===== config.mk =====
export PLATFORM = sky130hd
export DESIGN_NAME = cas_mf_align
export DESIGN_NICKNAME = d
export VERILOG_FILES = /design/src/rtl/cas_mf_pkg.sv /design/src/rtl/cas_zero_run.sv /design/src/rtl/cas_word_check.sv /design/src/rtl/cas_mf_counter.sv /design/src/rtl/cas_mf_align.sv
export SDC_FILE = /design/constraint.sdc
export NUM_CORES = 1
export LEC_CHECK = 0
export ABC_AREA = 1
export ABC_CLOCK_PERIOD_IN_PS = 4000
export BUFFER_PORTS_ARGS = -buffer_cell sky130_fd_sc_hd__buf_4
export CAP_MARGIN = 30
export CORE_MARGIN = 2
export CORE_UTILIZATION = 53
export CTS_CLUSTER_DIAMETER = 80
export DETAILED_ROUTE_END_ITERATION = 8
export PLACE_DENSITY = 0.86
export SYNTH_ARGS = -nofsm -noshare
export SYNTH_HDL_FRONTEND = slang
export SYNTH_SLANG_ARGS = --single-unit

===== constraint.sdc =====
create_clock -name clk -period 4 [get_ports clk]
set_input_delay 0.2 -clock clk [delete_from_list [all_inputs] [get_ports clk]]
set_output_delay 0.2 -clock clk [all_outputs]
set_load 0.02 [all_outputs]

===== src/rtl/cas_mf_pkg.sv =====
package cas_mf_pkg;
   typedef enum logic {
      MF_HUNT = 1'b0,
      MF_SYNC = 1'b1
   } mf_state_e;

   // Field positions inside the frame-0 signaling octet (bit 1 = MSB)
   localparam int WORD_HI  = 7;
   localparam int WORD_LO  = 4;
   localparam int SPARE_A  = 3;
   localparam int ALARM_B  = 2;
   localparam int SPARE_B  = 1;
   localparam int SPARE_C  = 0;
   localparam int SPARE_N  = 3;
endpackage


===== src/rtl/cas_zero_run.sv =====
module cas_zero_run #(
   parameter int SPAN = 32,
   localparam int CW  = $clog2(SPAN)
) (
   input  logic clk,
   input  logic rst_n,
   input  logic clr,
   input  logic step,
   input  logic all_zero,
   output logic span_hit
);
   logic [CW-1:0] run_q;
   localparam logic [CW-1:0] LAST = CW'(SPAN - 1);

   initial begin : param_chk
      assert (SPAN >= 2) else $error("SPAN must be at least 2");
   end

   assign span_hit = step && all_zero && (run_q == LAST);

   always_ff @(posedge clk) begin
      if (!rst_n || clr) begin
         run_q <= '0;
      end else if (step) begin
         if (!all_zero)         run_q <= '0;
         else if (run_q != LAST) run_q <= run_q + 1'b1;
      end
   end

   // a one in the slot always restarts the run
   assert_run_restart_R4: assert property (@(posedge clk) disable iff (!rst_n)
      (step && !all_zero && !clr) |=> (run_q == '0));
endmodule


===== src/rtl/cas_word_check.sv =====
module cas_word_check #(
   parameter int LIMIT = 2,
   localparam int CW   = $clog2(LIMIT + 1)
) (
   input  logic clk,
   input  logic rst_n,
   input  logic clr,
   input  logic check,
   input  logic word_bad,
   output logic limit_hit
);
   logic [CW-1:0] err_q;

   initial begin : param_chk
      assert (LIMIT >= 1) else $error("LIMIT must be at least 1");
   end

   assign limit_hit = check && word_bad && (err_q == CW'(LIMIT - 1));

   always_ff @(posedge clk) begin
      if (!rst_n || clr) begin
         err_q <= '0;
      end else if (check) begin
         if (!word_bad)      err_q <= '0;
         else if (!limit_hit) err_q <= err_q + 1'b1;
      end
   end

   assert_err_bound_R3: assert property (@(posedge clk) disable iff (!rst_n)
      err_q < CW'(LIMIT));
   assert_good_word_clears_R3: assert property (@(posedge clk) disable iff (!rst_n)
      (check && !word_bad) |=> (err_q == '0));
endmodule


===== src/rtl/cas_mf_counter.sv =====
module cas_mf_counter #(
   parameter int MF_LEN = 16,
   parameter int MF_W   = 4
) (
   input  logic            clk,
   input  logic            rst_n,
   input  logic            clr,
   input  logic            advance,
   output logic [MF_W-1:0] frame,
   output logic            at_last
);
   localparam logic [MF_W-1:0] LAST = MF_W'(MF_LEN - 1);

   initial begin : param_chk
      assert (MF_LEN >= 2 && (1 << MF_W) >= MF_LEN)
         else $error("MF_W too narrow for MF_LEN");
   end

   assign at_last = (frame == LAST);

   always_ff @(posedge clk) begin
      if (!rst_n || clr)   frame <= '0;
      else if (advance)    frame <= at_last ? '0 : frame + 1'b1;
   end

   assert_wrap_R8: assert property (@(posedge clk) disable iff (!rst_n)
      (advance && !clr && frame == LAST) |=> (frame == '0));
   assert_step_R8: assert property (@(posedge clk) disable iff (!rst_n)
      (advance && !clr && frame != LAST) |=> (frame == $past(frame) + 1'b1));
endmodule


===== src/rtl/cas_mf_align.sv =====
module cas_mf_align #(
   parameter int SLOT_W    = 5,
   parameter int SIG_SLOT  = 16,
   parameter int MF_LEN    = 16,
   parameter int MF_W      = $clog2(MF_LEN),
   parameter int ZERO_SPAN = 2 * MF_LEN,
   parameter int ERR_LIMIT = 2
) (
   input  logic              clk,
   input  logic              rst_n,
   input  logic              slot_valid,
   input  logic [SLOT_W-1:0] slot_idx,
   input  logic [7:0]        slot_data,
   input  logic              frame_locked,
   input  logic              cfg_mf_alarm_en,
   input  logic              cfg_sys_ais_en,
   output logic              mf_locked,
   output logic [MF_W-1:0]   mf_frame,
   output logic              sig_hold,
   output logic [2:0]        rx_spare,
   output logic              rx_mf_alarm,
   output logic              tx_mf_alarm_req,
   output logic              sys_ais_req
);
   import cas_mf_pkg::*;

   initial begin : param_chk
      assert (SIG_SLOT < (1 << SLOT_W)) else $error("SIG_SLOT out of range");
      assert (ZERO_SPAN >= 2)           else $error("ZERO_SPAN too small");
   end

   mf_state_e         state_q;
   logic              prev_one_q;
   logic              alarm_q;
   logic [SPARE_N-1:0] spare_q;

   logic sig_octet, in_sync, word_zero, hunt_hit, word_slot;
   logic err_hit, zero_hit, loss, ctr_last;

   assign sig_octet = slot_valid && frame_locked &&
                      (slot_idx == SLOT_W'(SIG_SLOT));
   assign in_sync   = (state_q == MF_SYNC);
   assign word_zero = (slot_data[WORD_HI:WORD_LO] == '0);
   assign hunt_hit  = !in_sync && sig_octet && word_zero && prev_one_q;
   assign word_slot = in_sync && sig_octet && ctr_last;
   assign loss      = in_sync && (!frame_locked || err_hit || zero_hit);

   cas_word_check #(.LIMIT(ERR_LIMIT)) u_word (
      .clk       (clk),
      .rst_n     (rst_n),
      .clr       (!in_sync),
      .check     (word_slot),
      .word_bad  (!word_zero),
      .limit_hit (err_hit)
   );

   logic zero_raw;
   cas_zero_run #(.SPAN(ZERO_SPAN)) u_zero (
      .clk      (clk),
      .rst_n    (rst_n),
      .clr      (!frame_locked || loss),
      .step     (sig_octet),
      .all_zero (slot_data == 8'h00),
      .span_hit (zero_raw)
   );
   assign zero_hit = in_sync && zero_raw;

   cas_mf_counter #(.MF_LEN(MF_LEN), .MF_W(MF_W)) u_ctr (
      .clk     (clk),
      .rst_n   (rst_n),
      .clr     (loss || (!in_sync && !hunt_hit)),
      .advance (in_sync && sig_octet),
      .frame   (mf_frame),
      .at_last (ctr_last)
   );

   // alignment state and the octet that precedes a candidate pattern
   always_ff @(posedge clk) begin
      if (!rst_n) begin
         state_q    <= MF_HUNT;
         prev_one_q <= 1'b0;
      end else begin
         if (hunt_hit)  state_q <= MF_SYNC;
         else if (loss) state_q <= MF_HUNT;
         if (!frame_locked)  prev_one_q <= 1'b0;
         else if (sig_octet) prev_one_q <= (slot_data != 8'h00);
      end
   end

   // received bits are taken only from words accepted as correct
   always_ff @(posedge clk) begin
      if (!rst_n) begin
         alarm_q <= 1'b0;
         spare_q <= '1;
      end else if (hunt_hit || (word_slot && word_zero)) begin
         alarm_q <= slot_data[ALARM_B];
         spare_q <= {slot_data[SPARE_A], slot_data[SPARE_B], slot_data[SPARE_C]};
      end
   end

   assign mf_locked       = in_sync;
   assign sig_hold        = !in_sync;
   assign rx_mf_alarm     = in_sync && alarm_q;
   assign tx_mf_alarm_req = !in_sync && cfg_mf_alarm_en;
   assign sys_ais_req     = !in_sync && cfg_sys_ais_en;

   for (genvar i = 0; i < SPARE_N; i++) begin : g_force
      assign rx_spare[i] = in_sync ? spare_q[i] : 1'b1;
   end

   assert_no_lock_without_fa_R1: assert property (@(posedge clk) disable iff (!rst_n)
      !frame_locked |=> !mf_locked);
   assert_lock_needs_one_R2: assert property (@(posedge clk) disable iff (!rst_n)
      (!mf_locked && sig_octet && !prev_one_q) |=> !mf_locked);
   assert_lock_frame0_R2: assert property (@(posedge clk) disable iff (!rst_n)
      $rose(mf_locked) |-> (mf_frame == '0));
   assert_double_err_R3: assert property (@(posedge clk) disable iff (!rst_n)
      (mf_locked && err_hit) |=> !mf_locked);
   assert_zero_span_R4: assert property (@(posedge clk) disable iff (!rst_n)
      (mf_locked && zero_raw) |=> !mf_locked);
   assert_forced_bits_R6: assert property (@(posedge clk) disable iff (!rst_n)
      !mf_locked |-> (rx_spare == 3'b111 && !rx_mf_alarm && sig_hold));
   assert_req_gate_R7: assert property (@(posedge clk) disable iff (!rst_n)
      (tx_mf_alarm_req || sys_ais_req) |-> !mf_locked);
   assert_idle_frame_R9: assert property (@(posedge clk) disable iff (!rst_n)
      (!mf_locked && !$rose(mf_locked)) |-> (mf_frame == '0));
endmodule


==> flow_metrics.py, run 1 <==
metrics = {
    "worst_setup_path": {
        "startpoint": "u_zero.run_q[0]",
        "critical_path.endpoint": "u_ctr.frame[1]",
        "regToRegEndpoint": "u_ctr.frame[1]",
        "cp-end-kind": "flip-flop",
        "rr_startpoint": "u_zero.run_q[0]",
        "reg2reg_depth": 8,
        "path_max_fanout": 5,
        "crit_chain": "ha_1, and3_1, ha_1, nand2_2, nor2_1, nor2_1, nand3_2, a21oi_1",
        "max_stage_delay_ps": 350,
        "worst-endpoint-required_ps": 4230,
        "arrival_ps": 1910,
        "cp-start-kind": "flip-flop",
        "worstSetupPathType": "flip-flop to flip-flop",
        "reg2reg_slack_ps": 2320,
        "critPathSlowestCell": "dfxtp_1",
    },
    "sta": {
        "drv_slew": 0,
        "setup-violations-final": 0,
        "tightest_slew_ps": 309,
        "max_freq_mhz": 594,
        "final.period_utilization_pct": 42.1,
        "rsz0062_at_grt": "no",
        "max-slew-margin-rel_pct": 79.3,
        "min_period_ps": 1680,
        "skew_ps": 6.16,
        "fin_setup_tns_ps": 0,
        "hold_violations": 0,
    },
    "synth": {
        "syn_area_per_cell_sq_um": 6.82,
        "synth_warnings": 0,
        "synth_edf_count": 0,
        "synth_top_flop_cell": "dfxtp_1",
        "synth_area_sq_um": 982,
        "synth-async-reset-ratio_pct": 0,
        "postSynthCellCount": 144,
        "netlist-cell-type-count": 22,
        "synth_area_leader_cell": "dfxtp_1",
        "synth.most_common_cell": "nand2_1",
        "synth-seq-cells": 17,
        "synth_area_leaders": "dfxtp_1, nand2_1, inv_1",
        "synth_top_area_share_pct": 34.6,
        "yosys-top-cells-count": "nand2_1, inv_1, dfxtp_1",
        "mappedNetlistNets": 167,
        "yosysSeqAreaShare_pct": 34.6,
    },
    "clocking": {
        "clockBufferDepth": 2,
        "cts_buffers": 3,
        "cts_root_buffer": "clkbuf_4",
        "insertion_delay_ps": 300,
        "cts.sink_count": 17,
        "clkSlewWorstSetupHoldPaths_ps": 110,
        "holdBufCountCts": 0,
        "cts_htree_levels": 1,
        "ctsResizeCount": 0,
        "postCtsSetupBuffers": 0,
        "tritoncts": "built",
    },
    "detailed_routing": {
        "avgViaCountPerCell": 5.07,
        "drc_errors": 0,
        "wl_um": 2250,
        "drt_iter0_markers": 20,
        "firstDrtPassIters": 4,
        "routedWlPerCell_um": 11.1,
        "detail-route-antenna-nets": 0,
        "dr_total_vias": 1025,
    },
    "layout": {
        "antennaDiodeCount": 0,
        "final_util_pct": 73.0,
        "stdcell_area_sq_um": 1260,
        "drive_gt1_share_pct": 28.8,
        "fill_cells": 156,
        "fin_nets": 201,
        "area_delta_synth_final_pct": 28.4,
    },
    "place": {
        "dp_hpwl_um": 1760,
        "io_buffers": 30,
        "placed_area_sq_um": 1230,
        "routabilityCongestion": 0.734,
    },
    "floorplanning": {
        "placementRows": 15,
        "die-area_sq_um": 2210,
        "core_sq_um": 1730,
        "die_w_um": 47.1,
        "die_y_um": 47.1,
        "ios": 31,
        "start_util_pct": 56.9,
    },
    "worst_hold_path": {
        "hold_class": "input pin to flip-flop",
    },
    "power": {
        "irDropWorstVdd_mv": 0.231,
        "p_leak_nw": 0.634,
        "total_power_w": 0.000290,
        "p_per_area_nw_per_um2": 230,
    },
    "outcome": {
        "status": "completed",
    },
    "global_route": {
        "grt_max_degree": 11,
        "grt_antenna_before_repair": 0,
        "gr-total-overflow": 0,
        "first_global_vias": 925,
        "grt_first_pass_wirelength_um": 3640,
        "grt_util_all_layers_pct": 23.2,
    },
    "flow_run": {
        "maxCapViolCount": 0,
    },
}
## logic make-up after synthesis
family	Yosys count	synth area share, %
AO/OA/AOI/OAI	15	8.28
flip-flops	17	34.7
AND/OR/NAND/NOR	83	41.3
buffers and inverters	23	8.92
adder cells (fa/ha/maj)	4	5.10
XOR/XNOR	2	1.78
## worst min-delay path by stage
stage | end | slack, ps | start | cells past startpoint
after floorplan | spare_q[0] | 310 | slot_data[0] | 2
after global placement | spare_q[2] | 410 | slot_data[3] | 3
after detailed placement | spare_q[2] | 420 | slot_data[3] | 3
after CTS | spare_q[2] | 120 | slot_data[3] | 3
after global routing | spare_q[0] | 130 | slot_data[0] | 3
final | spare_q[2] | 110 | slot_data[3] | 3
## worst max-delay path: cells and delay by family, from the launching register on
kind / cells / cell delay (ps)
AOI/OAI and AO/OA: 1 / 160
adders and majority gates: 2 / 440
and+or+nand+nor: 5 / 660
DFF: 1 / 350
## per-layer routing
layer	GRT usage, %	wire (um)	up-vias
li1	-	-	523
met1	27.5	942	465
met2	41.4	1170	33
met3	3.46	120	4
met4	10.0	21	0
met5	0	0	-
## through the flow
stage,hold slack (ps),cells,worst slack (ps)
3_3_place_gp,412,198,2470
5_1_grt,127,202,2180
4_1_cts,115,202,2320
2_1_floorplan,313,144,2520
6_report,109,202,2320
3_5_place_dp,424,198,2370
## layout make-up
class	count	area (sq um)	share of cell area, %
multi-input cells	104	554	43.9
flip-flops and latches	17	340	27.0
repair buffers	30	225	17.9
clock buffers	3	22.5	1.79
inverters	22	82.6	6.55
clock inverters	1	5.00	0.397
well taps	25	31.3	2.48
## sequential cells by signal, indices dropped and copies added (netlist names)
register and flops:
u_zero.run_q 5, u_ctr.frame 4, spare_q 3, u_word.err_q 2, alarm_q 1, mf_locked 1
prev_one_q 1
## power breakdown
group / internal [W] / switching (W) / leakage, nW
logic: 0.0000147 / 0.0000113 / 0.480
registers: 0.000169 / 0.0000000117 / 0.137
clock network: 0.0000373 / 0.0000578 / 0.0177
## cells in the final DEF (no fill, tap or decap), types with 3 or more instances in the layout
cell type / count
or2_2: 3
inv_1: 20
buf_4: 30
nor2_1: 15
ha_1: 4
nand2_1: 36
nand3_2: 3
clkbuf_4: 3
o21ai_0: 3
nand3_1: 12
a21oi_1: 10
dfxtp_1: 17
nand2_2: 4
nand3b_1: 3
No activity file was read; power rests on OpenSTA's default activity.
==> inputs of run 2 (changes only) <==
- ABC_AREA: 1 -> 0
- ABC_CLOCK_PERIOD_IN_PS: 4000 -> 1700
- CORE_UTILIZATION: 53 -> 49
- PLACE_DENSITY: 0.86 -> 0.8
- clock period: 4 -> 1.7 ns (I/O delays scaled with it)
==> run 2 against run 1 <==
The run now ends with negative setup slack left. Cell area rose by 15%. First-iteration DRC count rose by 20%. Clock power rose by 140%. Critical path type unchanged. Critical endpoint is now u_zero.run_q[1].
==> flow_metrics.py, run 2 <==
metrics = {
    "outcome": {
        "status": "complete, but fails checks",
        "violations": "negative setup slack",
    },
    "synth": {
        "mappedNetlistNets": 133,
        "synthAdderAreaFrac_pct": 5.11,
        "yosys-top-cells-count": "dfxtp_1, nand2_1, o21ai_0",
        "synth-seq-cells": 17,
        "synth-async-reset-ratio_pct": 0,
        "postSynthCellCount": 110,
        "synth_top_area_share_pct": 34.7,
        "syn_area_per_cell_sq_um": 8.91,
        "synth.most_common_cell": "dfxtp_1",
        "yosys.area_share.simple_pct": 34.6,
        "synth_top_flop_cell": "dfxtp_1",
        "yosysSeqAreaShare_pct": 34.7,
        "synth_area_sq_um": 980,
        "synth_area_leader_cell": "dfxtp_1",
        "netlist-cell-type-count": 35,
        "synth-compound-area-share_pct": 16.5,
        "synth_area_leaders": "dfxtp_1, ha_1, mux2i_1",
        "synthMuxAreaShare_pct": 5.11,
        "synth_top_family_by_area": "simple AND/OR/NAND/NOR gates",
        "synth_edf_count": 0,
        "synthXorXnorAreaFrac_pct": 0.894,
        "synth_warnings": 0,
    },
    "sta": {
        "whs_ps": 3.00,
        "max_freq_mhz": 577,
        "skew_ps": 8.64,
        "hold_violations": 0,
        "min_period_ps": 1730,
        "final.period_utilization_pct": 102,
        "fin_ws_ps": -34.0,
        "rsz0062_at_grt": "yes",
        "fin_setup_tns_ps": -129,
        "drv_slew": 0,
        "setup-violations-final": 4,
        "max-slew-margin-rel_pct": 62.7,
        "tightest_slew_ps": 553,
    },
    "flow_run": {
        "maxCapViolCount": 0,
    },
    "clocking": {
        "clockBufferDepth": 2,
        "cts_root_buffer": "clkbuf_4",
        "clkSlewWorstSetupHoldPaths_ps": 110,
        "cts_htree_levels": 1,
        "cts.sink_count": 17,
        "tritoncts": "built",
        "cts_buffers": 3,
        "insertion_delay_ps": 300,
    },
    "worst_setup_path": {
        "arrival_ps": 1920,
        "cp-end-kind": "flip-flop",
        "startpoint": "u_zero.run_q[0]",
        "cp-start-kind": "flip-flop",
        "reg2reg_slack_ps": -30,
        "worst-endpoint-required_ps": 1890,
        "rr_startpoint": "u_zero.run_q[0]",
        "critical_path.endpoint": "u_zero.run_q[1]",
        "worstSetupPathType": "flip-flop to flip-flop",
        "regToRegEndpoint": "u_zero.run_q[1]",
        "reg2reg_depth": 7,
        "path_max_fanout": 4,
    },
    "detailed_routing": {
        "avgViaCountPerCell": 5.65,
        "drc_errors": 0,
        "routedWlPerCell_um": 14.0,
        "firstDrtPassIters": 4,
        "wl_um": 2580,
        "dr_total_vias": 1039,
        "drt_iter0_markers": 24,
        "detail-route-antenna-nets": 0,
    },
    "layout": {
        "drive_gt1_share_pct": 43.9,
        "antennaDiodeCount": 0,
        "largest_register": "u_zero.run_q",
        "final_cell_mix": "buf_4, dfxtp_1, nand2_1, o21ai_0",
        "fin_nets": 181,
        "area_delta_synth_final_pct": 48.4,
        "top_regs": "u_zero.run_q (5), u_ctr.frame (4), spare_q (3)",
        "largest_reg_flops": 5,
        "fill_cells": 143,
        "layout_commonest_cell": "buf_4",
    },
    "place": {
        "dp_hpwl_um": 1930,
        "pre_cts_ws_ps": -83.0,
        "routabilityCongestion": 0.811,
        "io_buffers": 30,
    },
    "power": {
        "p_leak_nw": 0.537,
        "p_per_area_nw_per_um2": 481,
        "irDropWorstVdd_mv": 0.393,
        "total_power_w": 0.000699,
    },
    "worst_hold_path": {
        "hold_class": "input pin to flip-flop",
    },
    "global_route": {
        "grt_first_pass_wirelength_um": 4170,
        "grt_antenna_before_repair": 0,
        "first_global_vias": 1009,
        "grt_util_all_layers_pct": 21.7,
        "grt_max_degree": 11,
        "gr-total-overflow": 0,
    },
    "floorplanning": {
        "die_y_um": 48.7,
        "ios": 31,
        "start_util_pct": 51.0,
        "placementRows": 16,
        "core_sq_um": 1920,
        "die_w_um": 48.7,
        "die-area_sq_um": 2370,
    },
}
## run 2: cell type report
class | count | area (sq um) | share of cell area, %
multi-input combinational | 87 | 689 | 47.4
timing repair buffer | 45 | 340 | 23.4
inverter | 4 | 15.0 | 1.03
tap | 27 | 33.8 | 2.32
sequential | 17 | 348 | 23.9
clock buffer | 3 | 22.5 | 1.55
clock inverter | 1 | 5.00 | 0.344
## run 2: per-layer routing
| layer | track usage (%) | part of all wire [%] | vias up | wire length, um |
|---|---|---|---|---|
| met4 | 7.14 | 1.7 | 0 | 44 |
| met3 | 2.78 | 5.5 | 7 | 143 |
| met5 | 0 | 0 | - | 0 |
| li1 | - | - | 505 | - |
| met1 | 27.0 | 44 | 480 | 1130 |
| met2 | 38.6 | 49 | 47 | 1260 |
## run 2: power by group
part	total, W	leakage [nW]	internal (W)	switching, W
sequential	0.000396	0.139	0.000396	0.0000000504
clock	0.000229	0.0177	0.0000878	0.000141
combinational	0.0000734	0.380	0.0000427	0.0000306
## run 2: worst min-delay path by stage
stage | startpoint | end | slack (ps) | depth (start not counted)
floorplan | rst_n | spare_q[0] | 150 | 1
global placement | rst_n | spare_q[2] | 310 | 2
detailed placement | rst_n | spare_q[1] | 320 | 2
CTS | slot_data[1] | spare_q[1] | 10 | 3
global route | slot_data[3] | spare_q[2] | 20 | 3
finish | slot_data[3] | spare_q[2] | 3 | 3
## run 2: what timing repair did
action | CTS | global route
hold buffers | 1 | 0
pin swaps | 4 | 4
endpoints found under the setup margin | 11 | 14
setup buffers | 3 | 1
gates resized for setup | 8 | 11
hold endpoints to repair | 2 | 0
## run 2: cells by family after synthesis
logic type               count (synthesis)
flip-flops                              17
buffers and inverters                    6
adder cells (fa/ha/maj)                  4
AND/OR/NAND/NOR                         53
AO/OA/AOI/OAI                           24
XOR/XNOR                                 1
multiplexers                             5
## run 2: critical path: stages (launching register included)
cell,delay [ps]
dfxtp_4,390
ha_4,140
and3_4,200
ha_4,140
inv_2,40
or3_4,400
o221ai_4,270
a21oi_2,50
## run 2: metrics by stage
stage	std cells	utilization (%)	instance area [sq um]
detailed placement	175	68.2	1310
floorplan	110	-	992
global placement	175	68.2	1310
global route	184	75.7	1450
CTS	183	73.2	1410
finish	184	75.7	1450
==> inputs of run 3 (changes only) <==
- ABC_AREA: 0 -> 1
- CAP_MARGIN: 30 -> 20
==> run 3 against run 2 <==
The flow now finishes without violations. Clock skew fell by 5.6 ps. Total power decreased by 3.4%. Sequential cell count unchanged. Register-to-register slack better by 160 ps. Utilization shrank 9.0 points. Setup slack improved by 160 ps. Critical path depth grew 1. Clock power shrank 7%. Via count shrank 4.1%. Routed wire length is 17% lower. First-iteration DRC count is 25% lower. Die area rose by 0.23%. Highest routed layer unchanged.
==> flow_metrics.py, run 3 (synthesis gave the netlist of run 1 again) <==
metrics = {
    "sta": {
        "final.period_utilization_pct": 92.5,
        "fin_setup_tns_ps": 0,
        "drv_slew": 0,
        "max_freq_mhz": 636,
        "setup-violations-final": 0,
        "hold_violations": 0,
        "rsz0062_at_grt": "no",
        "min_period_ps": 1570,
        "tightest_slew_ps": 286,
        "skew_ps": 3.08,
        "max-slew-margin-rel_pct": 80.9,
    },
    "global_route": {
        "gr-total-overflow": 0,
        "grt_antenna_before_repair": 0,
        "grt_util_all_layers_pct": 19.2,
        "grt_max_degree": 11,
        "grt_first_pass_wirelength_um": 3720,
        "first_global_vias": 905,
    },
    "outcome": {
        "status": "completed",
    },
    "worst_setup_path": {
        "crit_chain": "ha_1, and3_1, ha_1, nand2_2, nor2_1, nor2_2, nand3_2, a21oi_1",
        "cp-end-kind": "flip-flop",
        "path_max_fanout": 5,
        "worstSetupPathType": "flip-flop to flip-flop",
        "cp-start-kind": "flip-flop",
        "cpMostUsedCell": "ha_1",
        "arrival_ps": 1800,
        "reg2reg_depth": 8,
        "worst-endpoint-required_ps": 1920,
        "max_stage_delay_ps": 340,
        "critPathSlowestCell": "dfxtp_1",
    },
    "detailed_routing": {
        "dr_total_vias": 996,
        "drc_errors": 0,
        "detail-route-antenna-nets": 0,
        "avgViaCountPerCell": 4.86,
        "routedWlPerCell_um": 10.5,
        "firstDrtPassIters": 4,
        "drt_iter0_markers": 18,
        "wl_um": 2160,
    },
    "floorplanning": {
        "placementRows": 16,
        "die_w_um": 48.8,
        "start_util_pct": 51.1,
        "die_y_um": 48.8,
        "ios": 31,
        "die-area_sq_um": 2380,
        "core_sq_um": 1920,
    },
    "clocking": {
        "tritoncts": "built",
        "cts.sink_count": 17,
        "clockBufferDepth": 2,
        "clkSlewWorstSetupHoldPaths_ps": 100,
        "insertion_delay_ps": 290,
        "postCtsSetupBuffers": 0,
        "cts_htree_levels": 1,
        "cts_root_buffer": "clkbuf_4",
        "cts_buffers": 3,
    },
    "layout": {
        "top_regs": "u_zero.run_q (5), u_ctr.frame (4), spare_q (3)",
        "area_delta_synth_final_pct": 30.3,
        "largest_register": "u_zero.run_q",
        "layout_commonest_cell": "nand2_1",
        "final_cell_mix": "nand2_1, buf_4, inv_1, dfxtp_1, nor2_1",
        "antennaDiodeCount": 0,
        "fin_nets": 202,
        "fill_cells": 185,
        "largest_reg_flops": 5,
        "drive_gt1_share_pct": 29.8,
        "final_util_pct": 66.6,
        "final_cells": 205,
    },
    "power": {
        "total_power_w": 0.000675,
        "irDropWorstVdd_mv": 0.447,
        "p_per_area_nw_per_um2": 527,
        "p_leak_nw": 0.639,
    },
    "worst_hold_path": {
        "min_path_cells": 3,
        "hold_class": "input pin to flip-flop",
    },
    "place": {
        "io_buffers": 30,
        "dp_hpwl_um": 1800,
        "routabilityCongestion": 0.781,
        "placedCellCount": 200,
    },
    "flow_run": {
        "maxCapViolCount": 0,
    },
}
run 3: cell count changes in the layout (fill, tap and decap cells not counted), sizes merged, moves of 3 or more:
cell / previous run / this run
a21oi: 7 / 10
buf: 44 / 30
inv: 4 / 22
mux2i: 5 / 0
nand2: 11 / 41
nand2b: 5 / 0
nand3: 6 / 15
nor2: 1 / 19
nor2b: 5 / 0
o21ai: 10 / 4
or2: 0 / 3
or3: 4 / 0
run 3: power by group:
part / internal (W) / total, W / switching [W]
Clock: 0.0000874 / 0.000214 / 0.000126
Combinational: 0.0000365 / 0.0000634 / 0.0000269
Sequential: 0.000398 / 0.000398 / 0.0000000334
Total: 0.000522 / 0.000675 / 0.000153
run 3: metrics by stage:
stage	setup WS [ps]	instance area [sq um]	hold WS, ps
4_1_cts	77.8	1270	21.7
2_1_floorplan	222	982	198
5_1_grt	8.31	1280	15.6
6_report	127	1280	24.1
3_3_place_gp	172	1240	293
3_5_place_dp	95.3	1240	303
run 3: final cells by class:
type / instances / area, sq um / share of cell area, %
multi-input cells: 104 / 561 / 43.8
flip-flops and latches: 17 / 340 / 26.6
repair buffers: 31 / 235 / 18.4
inverters: 22 / 82.6 / 6.45
well taps: 27 / 33.8 / 2.64
clock buffers: 3 / 22.5 / 1.76
clock inverters: 1 / 5.00 / 0.391
run 3: metal layers:
layer,global-route usage [%],part of all wire [%]
met5,0,0
met3,3.37,4.2
met4,5.71,0.65
met1,24.0,44
met2,33.8,51
run 3: worst paths after layout:
path                                 startpoint               to  slack (ps)
worst max register to register  u_zero.run_q[0]   u_ctr.frame[3]         130
worst min-delay path               slot_data[0]       spare_q[0]          20
worst min register to register  u_zero.run_q[4]  u_zero.run_q[4]         490
worst max-delay path            u_zero.run_q[0]   u_ctr.frame[3]         130
run 3: critical path: cells and delay by family (launching register included):
kind / cells / cell delay [ps]
DFF: 1 / 340
and+or+nand+nor: 5 / 590
AOI/OAI and AO/OA: 1 / 140
adders and majority gates: 2 / 430
run 3: repair_timing:
item                                    in CTS  in global routing
gates resized for setup                      0                  2
hold buffers                                 1                  0
endpoints found under the hold margin        1                  0
endpoints found under the setup margin       0                  6
